`src/rtl/sweep_pkg.sv`:
```
package sweep_pkg;
   typedef enum logic [2:0] {
      S_IDLE,
      S_REQ,
      S_WAIT,
      S_CHECK,
      S_RETIRE,
      S_NEXT,
      S_DONE
   } sweep_state_e;
endpackage

```
`src/rtl/sweep_col_ctr.sv`:
```
module sweep_col_ctr #(
   parameter int COL_W = 5
) (
   input  logic             clk,
   input  logic             rst_n,
   input  logic             clr_i,
   input  logic             inc_i,
   output logic [COL_W-1:0] col_o,
   output logic             last_o
);
   localparam logic [COL_W-1:0] LAST = {COL_W{1'b1}};

   always_ff @(posedge clk) begin
      if (!rst_n || clr_i) col_o <= '0;
      else if (inc_i && !last_o) col_o <= col_o + 1'b1;
   end

   assign last_o = (col_o == LAST);

   a_r1_no_wrap: assert property (@(posedge clk) disable iff (!rst_n)
      (inc_i && !clr_i && last_o) |=> (col_o == LAST));
endmodule

```
`src/rtl/sweep_addr_patch.sv`:
```
module sweep_addr_patch #(
   parameter int ADDR_W = 28,
   parameter int COL_LO = 1,
   parameter int COL_W  = 5
) (
   input  logic [ADDR_W-1:0] base_i,
   input  logic [COL_W-1:0]  col_i,
   output logic [ADDR_W-1:0] addr_o
);
   localparam int COL_HI = COL_LO + COL_W - 1;

   if (COL_HI >= ADDR_W) begin : g_bad_field
      $error("column field exceeds address width");
   end

   for (genvar b = 0; b < ADDR_W; b++) begin : g_bit
      if (b >= COL_LO && b <= COL_HI) begin : g_col
         assign addr_o[b] = col_i[b-COL_LO];
      end else begin : g_keep
         assign addr_o[b] = base_i[b];
      end
   end
endmodule

```
`src/rtl/sweep_page_gate.sv`:
```
module sweep_page_gate #(
   parameter int SYS_W      = 40,
   parameter int PAGE_SHIFT = 12,
   localparam int PAGE_W    = SYS_W - PAGE_SHIFT
) (
   input  logic              clk,
   input  logic              rst_n,
   input  logic              cap_i,
   input  logic [SYS_W-1:0]  sys_i,
   input  logic              online_i,
   input  logic              poison_i,
   output logic [PAGE_W-1:0] page_o,
   output logic              usable_o
);
   if (PAGE_SHIFT < 1 || PAGE_SHIFT >= SYS_W) begin : g_bad_shift
      $error("page shift out of range");
   end

   logic [PAGE_W-1:0] page_q;

   always_ff @(posedge clk) begin
      if (!rst_n) page_q <= '0;
      else if (cap_i) page_q <= sys_i[SYS_W-1:PAGE_SHIFT];
   end

   assign page_o   = page_q;
   assign usable_o = online_i && !poison_i;

   a_r7_page_shift: assert property (@(posedge clk) disable iff (!rst_n)
      cap_i |=> (page_o == $past(sys_i[SYS_W-1:PAGE_SHIFT])));
endmodule

```
`src/rtl/row_sweep_seq.sv`:
```
module row_sweep_seq
   import sweep_pkg::*;
#(
   parameter int ADDR_W     = 28,
   parameter int COL_LO     = 1,
   parameter int COL_W      = 5,
   parameter int SYS_W      = 40,
   parameter int PAGE_SHIFT = 12,
   localparam int PAGE_W    = SYS_W - PAGE_SHIFT,
   localparam int CNT_W     = COL_W + 1
) (
   input  logic              clk,
   input  logic              rst_n,
   input  logic              start_i,
   input  logic              hetero_i,
   input  logic [ADDR_W-1:0] err_addr_i,
   output logic              xl_req_o,
   output logic [ADDR_W-1:0] xl_addr_o,
   input  logic              xl_vld_i,
   input  logic              xl_err_i,
   input  logic [SYS_W-1:0]  xl_sys_i,
   output logic [PAGE_W-1:0] pg_query_o,
   input  logic              pg_online_i,
   input  logic              pg_poison_i,
   output logic              rt_req_o,
   output logic [PAGE_W-1:0] rt_page_o,
   input  logic              rt_ack_i,
   output logic              done_o,
   output logic [CNT_W-1:0]  rt_count_o
);
   sweep_state_e      st_q, st_d;
   logic [ADDR_W-1:0] base_q;
   logic [COL_W-1:0]  col;
   logic              col_last, col_clr, col_inc;
   logic              cap, usable;
   logic [PAGE_W-1:0] page;
   logic              go_sweep, go_skip;

   assign go_sweep = (st_q == S_IDLE) && start_i && hetero_i;
   assign go_skip  = (st_q == S_IDLE) && start_i && !hetero_i;
   assign cap      = (st_q == S_WAIT) && xl_vld_i;
   assign col_clr  = go_sweep;
   assign col_inc  = (st_q == S_NEXT) && !col_last;

   sweep_col_ctr #(.COL_W(COL_W)) u_col (
      .clk(clk), .rst_n(rst_n), .clr_i(col_clr), .inc_i(col_inc),
      .col_o(col), .last_o(col_last)
   );

   sweep_addr_patch #(.ADDR_W(ADDR_W), .COL_LO(COL_LO), .COL_W(COL_W)) u_patch (
      .base_i(base_q), .col_i(col), .addr_o(xl_addr_o)
   );

   sweep_page_gate #(.SYS_W(SYS_W), .PAGE_SHIFT(PAGE_SHIFT)) u_gate (
      .clk(clk), .rst_n(rst_n), .cap_i(cap), .sys_i(xl_sys_i),
      .online_i(pg_online_i), .poison_i(pg_poison_i),
      .page_o(page), .usable_o(usable)
   );

   always_comb begin
      st_d = st_q;
      unique case (st_q)
         S_IDLE:   if (go_sweep) st_d = S_REQ;
                   else if (go_skip) st_d = S_DONE;
         S_REQ:    st_d = S_WAIT;
         S_WAIT:   if (xl_vld_i) st_d = xl_err_i ? S_NEXT : S_CHECK;
         S_CHECK:  st_d = usable ? S_RETIRE : S_NEXT;
         S_RETIRE: if (rt_ack_i) st_d = S_NEXT;
         S_NEXT:   st_d = col_last ? S_DONE : S_REQ;
         S_DONE:   st_d = S_IDLE;
         default:  st_d = S_IDLE;
      endcase
   end

   always_ff @(posedge clk) begin
      if (!rst_n) begin
         st_q       <= S_IDLE;
         base_q     <= '0;
         rt_count_o <= '0;
      end else begin
         st_q <= st_d;
         if (go_sweep) base_q <= err_addr_i;
         if (go_sweep || go_skip) rt_count_o <= '0;
         else if (st_q == S_RETIRE && rt_ack_i) rt_count_o <= rt_count_o + 1'b1;
      end
   end

   assign xl_req_o   = (st_q == S_REQ);
   assign rt_req_o   = (st_q == S_RETIRE);
   assign rt_page_o  = page;
   assign pg_query_o = page;
   assign done_o     = (st_q == S_DONE);

   logic infl_q;
   always_ff @(posedge clk) begin
      if (!rst_n) infl_q <= 1'b0;
      else if (xl_req_o) infl_q <= 1'b1;
      else if (xl_vld_i) infl_q <= 1'b0;
   end

   a_r3_one_inflight: assert property (@(posedge clk) disable iff (!rst_n)
      xl_req_o |-> !infl_q);
   a_r4_err_skips: assert property (@(posedge clk) disable iff (!rst_n)
      (st_q == S_WAIT && xl_vld_i && xl_err_i) |=> !rt_req_o && !xl_req_o);
   a_r5_r6_filter: assert property (@(posedge clk) disable iff (!rst_n)
      (st_q == S_CHECK && (!pg_online_i || pg_poison_i)) |=> !rt_req_o);
   a_r7_hold: assert property (@(posedge clk) disable iff (!rst_n)
      (rt_req_o && !rt_ack_i) |=> rt_req_o && $stable(rt_page_o));
   a_r8_count: assert property (@(posedge clk) disable iff (!rst_n)
      (rt_req_o && rt_ack_i) |=> rt_count_o == $past(rt_count_o) + 1'b1);
   a_r9_pulse: assert property (@(posedge clk) disable iff (!rst_n)
      done_o |=> !done_o);
   a_r10_skip: assert property (@(posedge clk) disable iff (!rst_n)
      go_skip |=> done_o && !xl_req_o);
   a_r11_base_hold: assert property (@(posedge clk) disable iff (!rst_n)
      (st_q != S_IDLE) |=> $stable(base_q));
endmodule

```
`config.mk`:
```
export PLATFORM = sky130hd
export DESIGN_NAME = row_sweep_seq
export DESIGN_NICKNAME = d
export VERILOG_FILES = /design/src/rtl/sweep_pkg.sv /design/src/rtl/sweep_col_ctr.sv /design/src/rtl/sweep_addr_patch.sv /design/src/rtl/sweep_page_gate.sv /design/src/rtl/row_sweep_seq.sv
export SDC_FILE = /design/constraint.sdc
export NUM_CORES = 1
export LEC_CHECK = 0
export ABC_CLOCK_PERIOD_IN_PS = 2090
export BUFFER_PORTS_ARGS = -buffer_cell sky130_fd_sc_hd__buf_2
export CAP_MARGIN = 20
export CORE_ASPECT_RATIO = 1.5
export CORE_MARGIN = 4
export CORE_UTILIZATION = 39
export DETAILED_ROUTE_END_ITERATION = 16
export PLACE_DENSITY = 0.81
export SLEW_MARGIN = 25
export SYNTH_ARGS = -nofsm -noshare
export SYNTH_HDL_FRONTEND = slang
export SYNTH_SLANG_ARGS = --single-unit
```
`constraint.sdc`:
```
create_clock -name clk -period 2.09 [get_ports clk]
set_input_delay 0.1045 -clock clk [delete_from_list [all_inputs] [get_ports clk]]
set_output_delay 0.1045 -clock clk [all_outputs]
set_load 0.05 [all_outputs]
```
==> metrics.csv, run 1 <==
metric,value,unit
r2r_slack,0.33,ns
ant_nets,0,
ys_seq_area_share,44.9,%
antenna_found_initial,0,
outcome,completed,
fp.dieW,78.4,µm
tns,0,ns
synth-seq-cells,65,
crit_buf_inv,1,
path_depth,2,
start_util,40.1,%
finalHoldViolCount,0,
total_power,4140,µW
max_slew_margin,63.8,%
dieHeight,114,µm
slowest_stage,dfxtp_1,
cts_max_level,3,
crit_path_end_kind,output port,
core_area,7230,µm²
io_buffers,152,
crit_type,reg2out,
crit_fanout,15,
layout.filler_cells,685,
p_leak,0.00191,µW
maxCapViolCount,0,
grt_overflow,0,
synth_top_area_cell,dfxtp_1,
fp-row-count,38,
grt_pass1_wl,11800,µm
cts_tree,done,
crit_required,1.99,ns
setup_violations,0,
syn2layout_area_growth,38.1,%
fin_nets,572,
worst_pin_slew,0.543,ns
regToRegEndpoint,u_col.col_o[3],
critical_path_arrival,1.68,ns
timing.final.crit_share,85.2,%
cts.sinks,65,
n_antenna_cell,0,
rsz0062_at_grt,false,
cp_slowest_stage_delay,0.62,ns
fin_util,55.4,%
track_usage,16.8,%
io_pins,170,
root_buffer,clkbuf_8,
worstSkewPairLatency,0.33,ns
setup_ws,0.310,ns
dpl-instance-area,3490,µm²
die_area,8910,µm²
syn-num-nets,420,
reg2reg_from,u_col.col_o[0],
irDropWorstVdd,0.601,mV
fin_skew,0.00828,ns
worst_setup_path_startpoint,st_q[2],
avgSynthCellArea,8.53,µm²
clkSlewWorstSetupHoldPaths,0.07,ns
yosysUniqueCellTypes,35,
drive_gt1_share,35.8,%
netlist_area,2900,µm²
critPathCapture,rt_req_o,
hp-class,in2reg,
avgViaCountPerCell,4.63,
path_delay_family,flip-flops,
grt_max_degree,37,
post-route-drc-count,0,
grt_pass1_vias,2644,
drv_slew,0,
gp_congestion,0.784,
final_area,4000,µm²
vias,2767,
path_cells,nor3b_1 > buf_2,
synthCells,340,
synth_top_area_share,44.9,%
rr_worst_depth,7,
cts_made_buffers,9,
cp-start-kind,flip-flop,
dr.pass1.iters,4,
yosys-top-cells-area,"dfxtp_1, nand2_1, a21boi_1, buf_4, a21boi_0",
dp_slack,0.328,ns
routedWlPerCell,12.7,µm
drt_iter0_markers,77,
power_density,1030,nW/µm²
routed_wl,7600,µm
hpwl,5200,µm
timing.fmax,562,MHz
ys.warnings.count,0,
clockBufferDepth,2,
post-route-min-period,1.78,ns
==> cell families (layout without fill, tap and decap cells) <==
family                     count (synthesis)  count (layout)  share of synthesized area [%]
AOI/OAI and AO/OA                         66              66                           17.3
xor gates and xnor gates                   9               9                           2.72
adders and majority gates                  3               3                           1.29
buffers and inverters                     52             209                           11.8
DFF                                       65              65                           44.9
muxes                                      3               3                           1.04
and+or+nand+nor                          142             142                           21.0
==> state kept, by name, indices dropped and copies added (netlist names) <==
| register | flops |
|---|---|
| st_q | 3 |
| u_col.col_o | 5 |
| base_q | 23 |
| rt_count_o | 6 |
| u_gate.page_o | 28 |
==> synth_stat cells <==
| master | instances |
|---|---|
| and2_1 | 1 |
| clkbuf_1 | 9 |
| nor2_1 | 12 |
| ha_1 | 3 |
| nand4_1 | 3 |
| o21ai_1 | 1 |
| nor3_1 | 1 |
| buf_6 | 3 |
| o21bai_4 | 1 |
| o31ai_1 | 1 |
| nor3_2 | 1 |
| o211ai_1 | 1 |
| or2b_1 | 1 |
| o211a_1 | 1 |
| xor2_1 | 6 |
| xnor2_1 | 3 |
| nor3b_1 | 4 |
| nand3_1 | 1 |
| a21boi_0 | 20 |
| and3_1 | 3 |
| nand2b_1 | 1 |
| nand2_1 | 110 |
| buf_2 | 6 |
| a211oi_1 | 1 |
| dfxtp_1 | 65 |
| o22ai_1 | 1 |
| buf_4 | 31 |
| nor3b_2 | 1 |
| mux2i_1 | 3 |
| a21boi_1 | 35 |
| and4bb_2 | 2 |
| a2111oi_1 | 1 |
| inv_1 | 3 |
| a21oi_1 | 3 |
| nor4_1 | 1 |
==> power breakdown <==
group	switching [µW]	internal, µW	leakage, µW	total [µW]
Clock	461	488	0.0000911	950
Sequential	164	1390	0.000527	1560
Combinational	1180	461	0.00129	1640
==> area by class of cell <==
class	instances	area, µm²	area share, %
clock inverters	5	30.0	0.750
clock buffers	11	151	3.78
flip-flops and latches	65	1300	32.5
repair buffers	190	1130	28.2
inverters	3	11.3	0.281
well taps	100	125	3.13
multi-input cells	223	1260	31.4
==> metal layers <==
layer / track usage [%] / vias to the layer above / part of all wire (%)
li1: - / 1387 / -
met1: 16.9 / 1268 / 39
met2: 31.8 / 102 / 53
met3: 4.82 / 10 / 6.3
met4: 7.47 / 0 / 1.7
met5: 0 / - / 0
==> cells in the final DEF (no fill, tap or decap), types with 2 or more instances in the layout <==
| cell | netlist | layout |
|---|---|---|
| buf_2 | 6 | 152 |
| nand2_1 | 110 | 110 |
| dfxtp_1 | 65 | 65 |
| a21boi_1 | 35 | 35 |
| dlygate4sd3_1 | 0 | 33 |
| a21boi_0 | 20 | 20 |
| nor2_1 | 12 | 12 |
| clkbuf_8 | 0 | 11 |
| xor2_1 | 6 | 6 |
| buf_4 | 31 | 5 |
| nor3b_1 | 4 | 4 |
| and3_1 | 3 | 3 |
| inv_1 | 3 | 3 |
| xnor2_1 | 3 | 3 |
| nand4_1 | 3 | 3 |
| mux2i_1 | 3 | 3 |
| a21oi_1 | 3 | 3 |
| ha_1 | 3 | 3 |
| clkinv_2 | 0 | 3 |
| and4bb_2 | 2 | 2 |
| clkinvlp_4 | 0 | 2 |
==> stage by stage <==
stage	hold WS, ns	std cells
finish	0.0186	597
global route	0.0168	597
global placement	0.345	548
CTS	0.000729	597
detailed placement	0.350	548
floorplan	0.239	340
==> worst min-delay path by stage <==
stage	from	end	slack, ns	cells past startpoint
after global placement	xl_sys_i[16]	u_gate.page_o[4]	0.34	3
final	err_addr_i[23]	base_q[23]	0.02	3
after global routing	xl_sys_i[24]	u_gate.page_o[12]	0.02	3
after floorplan	err_addr_i[18]	base_q[18]	0.24	2
after CTS	xl_sys_i[13]	u_gate.page_o[1]	0.0007	3
after detailed placement	xl_sys_i[22]	u_gate.page_o[10]	0.35	3
==> worst min-delay path, delay by kind of cell <==
kind	cells	cell delay, ns
compound gates	1	0.06
simple gates	1	0.04
buf+inv	1	0.09
==> timing repair <==
item                                    CTS  global route
resized for setup                         0             0
endpoints found under the setup margin    0             0
setup buffers                             0             0
hold buffers                             33             0
endpoints found under the hold margin    33             0
(Power assumes the default switching activity.)
==> run 2, diff against run 1 <==
Settings changed: ABC_AREA from default to 1, CORE_ASPECT_RATIO 1.5 to default.
==> metrics.csv, run 2 <==
metric,value,unit,change
outcome,completed,,
cts_max_level,3,,unchanged
crit_type,reg2reg,,
rr_worst_depth,11,,+4
largest_reg_flops,28,,unchanged
crit_path_end_kind,flip-flop,,
layout.filler_cells,680,,-0.73%
max_slew_margin,55.8,%,-8.0 points
swShare,44.7,%,+1.2 points
routedWlPerCell,11.6,µm,-9.1%
drv_slew,0,,unchanged
hp-class,in2reg,,
ys.warnings.count,0,,unchanged
tns,0,ns,unchanged
synth_mux_area_share,0,%,-1.0 points
pwr-share-seq,30.7,%,-6.9 points
ys_seq_area_share,45.4,%,+0.51 points
multi_input_area,1070,µm²,-15%
power_frac_comb,42.3,%,+2.8 points
final_area,3740,µm²,-6.7%
start_util,41.1,%,+0.94 points
fp-row-count,30,,-21%
post-route-min-period,1.59,ns,-0.189 ns
synth_common_cells,"nor2_1, dfxtp_1, inv_1",,
dieHeight,93.7,µm,-17%
die_area,8790,µm²,-1.3%
synth_top_area_share,45.4,%,+0.51 points
regToRegEndpoint,st_q[0],,
dpl-instance-area,3450,µm²,-1.2%
yosys.area_share.adder,1.31,%,+0.015 points
antenna_found_initial,0,,unchanged
timing.fmax,628,MHz,+12%
fin_nets,578,,+1.0%
rsz0062_at_grt,false,,
r2r_slack,0.50,ns,+0.17 ns
synth_top_area_cell,dfxtp_1,,
finalHoldViolCount,0,,unchanged
synth_most_common_cell,nor2_1,,
final_cell_mix,"buf_2, nor2_1, dfxtp_1, inv_1, nand2_1",,
crit_required,2.31,ns,+0.32 ns
worstSkewPairLatency,0.32,ns,about the same
total_power,5340,µW,+29%
netlist_area,2870,µm²,-1.1%
ant_nets,0,,unchanged
synth_compound_area_share,15.8,%,-1.5 points
setup_violations,0,,unchanged
p_leak,0.00191,µW,+0.49%
synth-seq-cells,65,,unchanged
drive_gt1_share,36.6,%,+0.77 points
grt_max_degree,49,,+32%
hold_depth,3,,unchanged
synth_edf_count,0,,unchanged
worst_pin_slew,0.663,ns,+0.121 ns
track_usage,15.2,%,-1.6 points
postCtsSetupRepairBufs,0,,unchanged
fp.dieW,93.7,µm,+20%
syn-num-nets,456,,+8.6%
synthCells,376,,+11%
crit_fanout,9,,-6
hold_buffers,1,,-97%
routed_wl,6940,µm,-8.8%
cts_resized,0,,unchanged
yosys-top-cells-area,"dfxtp_1, nor2_1, buf_4, a21oi_1, o21ai_0",,
layout_commonest_cell,buf_2,,
yosysUniqueCellTypes,32,,-8.6%
cts.sinks,65,,unchanged
clockBufferDepth,2,,unchanged
synth_xor_xnor_area_share,0.611,%,-2.1 points
irDropWorstVdd,0.552,mV,-8.2%
holdPathEnd,u_gate.page_o[5],,
final-instance-count-excl-fill,599,,+0.34%
gp_congestion,0.853,,+8.8%
io_buffers,152,,unchanged
core_area,6980,µm²,-3.4%
timing.final.crit_share,76.2,%,-9.0 points
maxCapViolCount,0,,unchanged
register_area,1300,µm²,unchanged
power_density,1430,nW/µm²,+38%
avgSynthCellArea,7.62,µm²,-11%
yosys.area_share.simple,19.7,%,-1.3 points
placedCellCount,582,,+6.2%
power.internal,2960,µW,+26%
fin_util,53.5,%,-1.9 points
n_antenna_cell,0,,unchanged
clkSlewWorstSetupHoldPaths,0.08,ns,about the same
grt_pass1_wl,11000,µm,-7.2%
cp-start-kind,flip-flop,,
hp-start,xl_sys_i[17],,
synth_top_family_by_area,simple AND/OR/NAND/NOR gates,,
syn2layout_area_growth,30.3,%,
fin_skew,0.00965,ns,+0.00138 ns
cts_made_buffers,9,,unchanged
dr.pass1.iters,4,,unchanged
synthFlopType,dfxtp_1,,
hpwl,5200,µm,-0.12%
grt_overflow,0,,unchanged
p_switching,2390,µW,+33%
synthArstFlopShare,0,%,unchanged
post-route-drc-count,0,,unchanged
io_pins,170,,unchanged
reg2reg_from,u_col.col_o[1],,
root_buffer,clkbuf_8,,
cts_tree,done,,
avgViaCountPerCell,4.50,,-3.0%
power_frac_clock,27.1,%,+4.2 points
grt_pass1_vias,2506,,-5.2%
critical_path_arrival,1.81,ns,+0.13 ns
vias,2693,,-2.7%
drt_iter0_markers,95,,+23%
-- run 2: changes by cell type in the layout (fill, tap and decap cells not counted), sizes merged, moves of 4 or more --
cell / change
nor3b: -4
o21ai: +53
nand2: -74
dlygate4sd3: -32
a21oi: +31
bufinv: +4
nand3: +10
inv: +43
xor2: -5
nor2: +57
a21boi: -55
-- run 2: layer usage --
layer | share of wire (%) | vias up | track usage (%) | wire length [µm]
met2 | 48 | 104 | 27.0 | 3330
met5 | 0 | - | 0 | 0
met1 | 43 | 1177 | 17.7 | 2960
met4 | 1.1 | 0 | 4.57 | 78
met3 | 8.2 | 9 | 4.25 | 569
li1 | - | 1403 | - | -
-- run 2: critical path: stages, from the launching register on --
cell	delay, ns
dfxtp_1	0.38
ha_1	0.16
inv_1	0.06
nor3_1	0.13
ha_1	0.16
inv_1	0.05
nand4_2	0.17
inv_1	0.10
nor2_1	0.10
nand3_1	0.07
nand2_1	0.07
nor2_1	0.04
-- run 2: how the worst max path moves through the flow --
stage / start / endpoint / depth (start not counted)
global route: u_col.col_o[1] / st_q[0] / 11
finish: u_col.col_o[1] / st_q[0] / 11
detailed placement: u_col.col_o[0] / st_q[0] / 11
global placement: u_col.col_o[0] / st_q[0] / 11
floorplan: u_col.col_o[0] / st_q[0] / 11
CTS: u_col.col_o[0] / st_q[0] / 11
-- run 2: cell families (layout without fill, tap and decap cells) --
| kind of cell | after synthesis | after routing |
|---|---|---|
| flip-flops | 65 | 65 |
| XOR/XNOR | 2 | 2 |
| AND/OR/NAND/NOR | 126 | 126 |
| adder cells (fa/ha/maj) | 3 | 3 |
| AO/OA/AOI/OAI | 89 | 89 |
| buffers and inverters | 91 | 218 |
-- run 2: area by class of cell --
class	count	area share, %
repair buffers	156	21.2
flip-flops and latches	65	34.8
well taps	96	3.22
inverters	46	4.62
multi-input cells	220	28.7
clock buffers	11	4.05
clock inverters	5	3.35
-- run 2: power groups by stage --
stage,clock network [µW],registers (µW),logic [µW]
after floorplan,0,2320,1300
after global placement,0,1650,2240
after detailed placement,0,1670,2270
after CTS,1490,1640,2280
after global routing,1550,1670,2430
final,1450,1640,2260
-- run 2: per-stage QoR --
step | hold slack [ns] | setup slack [ns]
after floorplan | 0.251 | 0.259
after global placement | 0.339 | 0.516
after detailed placement | 0.349 | 0.501
after CTS | 0.00135 | 0.485
after global routing | 0.00442 | 0.331
final | 0.0181 | 0.498
==> run 3, diff against run 2 <==
Settings changed: ABC_CLOCK_PERIOD_IN_PS 2090 to 1650.
Clock period 2.09 ns to 1.65 ns, I/O delays scaled along.
==> metrics.csv, run 3 (synthesis results as in run 2) <==
metric,value,unit,change
irDropWorstVdd,0.984,mV,+78%
drv_slew,0,,unchanged
hp-class,in2reg,,
layout_commonest_cell,buf_2,,
syn2layout_area_growth,39.5,%,
io_buffers,152,,unchanged
cts.sinks,65,,unchanged
final_cell_mix,"buf_2, nor2_1, dfxtp_1, inv_1, nand2_1",,
fin_nets,604,,+4.5%
ant_nets,0,,unchanged
drive_gt1_share,37.1,%,+0.47 points
critical_path_arrival,1.46,ns,-0.35 ns
p_leak,0.00202,µW,+5.3%
maxCapViolCount,0,,unchanged
crit_required,1.57,ns,-0.74 ns
crit_path_end_kind,output port,,
cts_made_buffers,9,,unchanged
grt_overflow,0,,unchanged
track_usage,16.6,%,+1.4 points
fp-row-count,30,,unchanged
io_pins,170,,unchanged
fp.dieW,93.7,µm,unchanged
routedWlPerCell,12.1,µm,+4.9%
clkSlewWorstSetupHoldPaths,0.07,ns,about the same
crit_type,reg2out,,
power_density,1690,nW/µm²,+18%
vias,2849,,+5.8%
multi_input_area,1110,µm²,+3.2%
timing.final.crit_share,93.4,%,
post-route-drc-count,0,,unchanged
regToRegEndpoint,u_gate.page_o[10],,
register_area,1300,µm²,+0.19%
largest_reg_flops,28,,unchanged
antenna_found_initial,0,,unchanged
rsz0062_at_grt,false,,
gp_congestion,0.870,,+2.0%
finalHoldViolCount,0,,unchanged
rr_worst_depth,8,,-3
cts_max_level,3,,unchanged
cts_tree,done,,
reg2reg_from,st_q[1],,
max_slew_margin,77.8,%,+22 points
avgViaCountPerCell,4.56,,+1.4%
grt_pass1_vias,2641,,+5.4%
n_antenna_cell,0,,unchanged
routed_wl,7590,µm,+9.4%
hp-start,xl_sys_i[39],,
dieHeight,93.7,µm,unchanged
hpwl,5350,µm,+2.9%
grt_pass1_wl,11900,µm,+8.0%
start_util,41.1,%,unchanged
worst_pin_slew,0.333,ns,-0.330 ns
die_area,8790,µm²,unchanged
dr.pass1.iters,4,,unchanged
fin_util,57.3,%,+3.8 points
grt_max_degree,35,,-29%
holdWs,0.0224,ns,+0.00437 ns
fin_skew,0.00754,ns,-0.00212 ns
post-route-min-period,1.54,ns,
setup_violations,0,,unchanged
r2r_slack,0.15,ns,-0.35 ns
cp-start-kind,flip-flop,,
layout.filler_cells,627,,-7.8%
holdPathEnd,u_gate.page_o[27],,
hold_depth,3,,unchanged
root_buffer,clkbuf_8,,
clockBufferDepth,2,,unchanged
crit_fanout,6,,-3
core_area,6980,µm²,unchanged
worstSkewPairLatency,0.33,ns,about the same
outcome,completed,,
drt_iter0_markers,98,,+3.2%
timing.fmax,649,MHz,
-- run 3: cell types whose count changed in the layout (fill, tap and decap cells not counted), moves of 2 or more --
cell	before	now
dlygate4sd3_1	1	20
nor3_1	3	1
buf_4	3	7
buf_12	0	2
dfxtp_1	65	63
dfxtp_2	0	2
nor3_2	1	3
-- run 3: area by class of cell --
type | count | area share [%]
Timing Repair Buffer | 181 | 26.3
Multi-Input combinational cell | 221 | 27.7
Inverter | 46 | 4.32
Sequential cell | 65 | 32.6
Clock inverter | 5 | 2.56
Clock buffer | 11 | 3.53
Tap cell | 96 | 3.00
-- run 3: layer usage --
metal	global-route usage (%)	vias up	part of all wire (%)
met5	0	-	0
met4	5.05	0	1.1
met1	18.7	1247	39
li1	-	1466	-
met2	30.1	126	51
met3	4.73	10	8.9
-- run 3: worst max-delay path, cell delays in order, from the launching register on --
cell and delay (ns):
dfxtp_1 0.48, buf_4 0.22, nand3_1 0.10, inv_1 0.07, buf_2 0.25
-- run 3: per-stage QoR --
step                instance area [µm²]  worst slack [ns]  std cells  setup TNS (ns)  power, µW
floorplan                          2870           -0.0683        376         -0.0683       4590
CTS                                3960            0.0727        623               0       6780
detailed placement                 3520            0.0783        587               0       5090
global placement                   3520             0.128        587               0       5030
global route                       4000            0.0146        625               0       7160
finish                             4000             0.109        625               0       6760
-- run 3: report_power, final --
group          switching, µW  internal (µW)
Clock                    593           1040
Combinational           2300            761
Sequential               209           1860
Total                   3100           3660
-- run 3: what timing repair did --
action | in CTS | in global routing
hold endpoints to repair | 20 | 0
buffers inserted | 0 | 1
resized for setup | 0 | 4
hold buffers | 20 | 0
endpoints found under the setup margin | 0 | 6
-- run 3: how the worst max path moves through the flow --
| stage | slack [ns] | to | cells after the start | from |
|---|---|---|---|---|
| after floorplan | -0.07 | st_q[0] | 10 | u_col.col_o[2] |
| after CTS | 0.07 | st_q[0] | 11 | u_col.col_o[0] |
| after global placement | 0.13 | st_q[0] | 11 | u_col.col_o[0] |
| after detailed placement | 0.08 | st_q[0] | 11 | u_col.col_o[0] |
| after global routing | 0.01 | st_q[0] | 11 | u_col.col_o[0] |
| final | 0.11 | xl_req_o | 4 | st_q[0] |
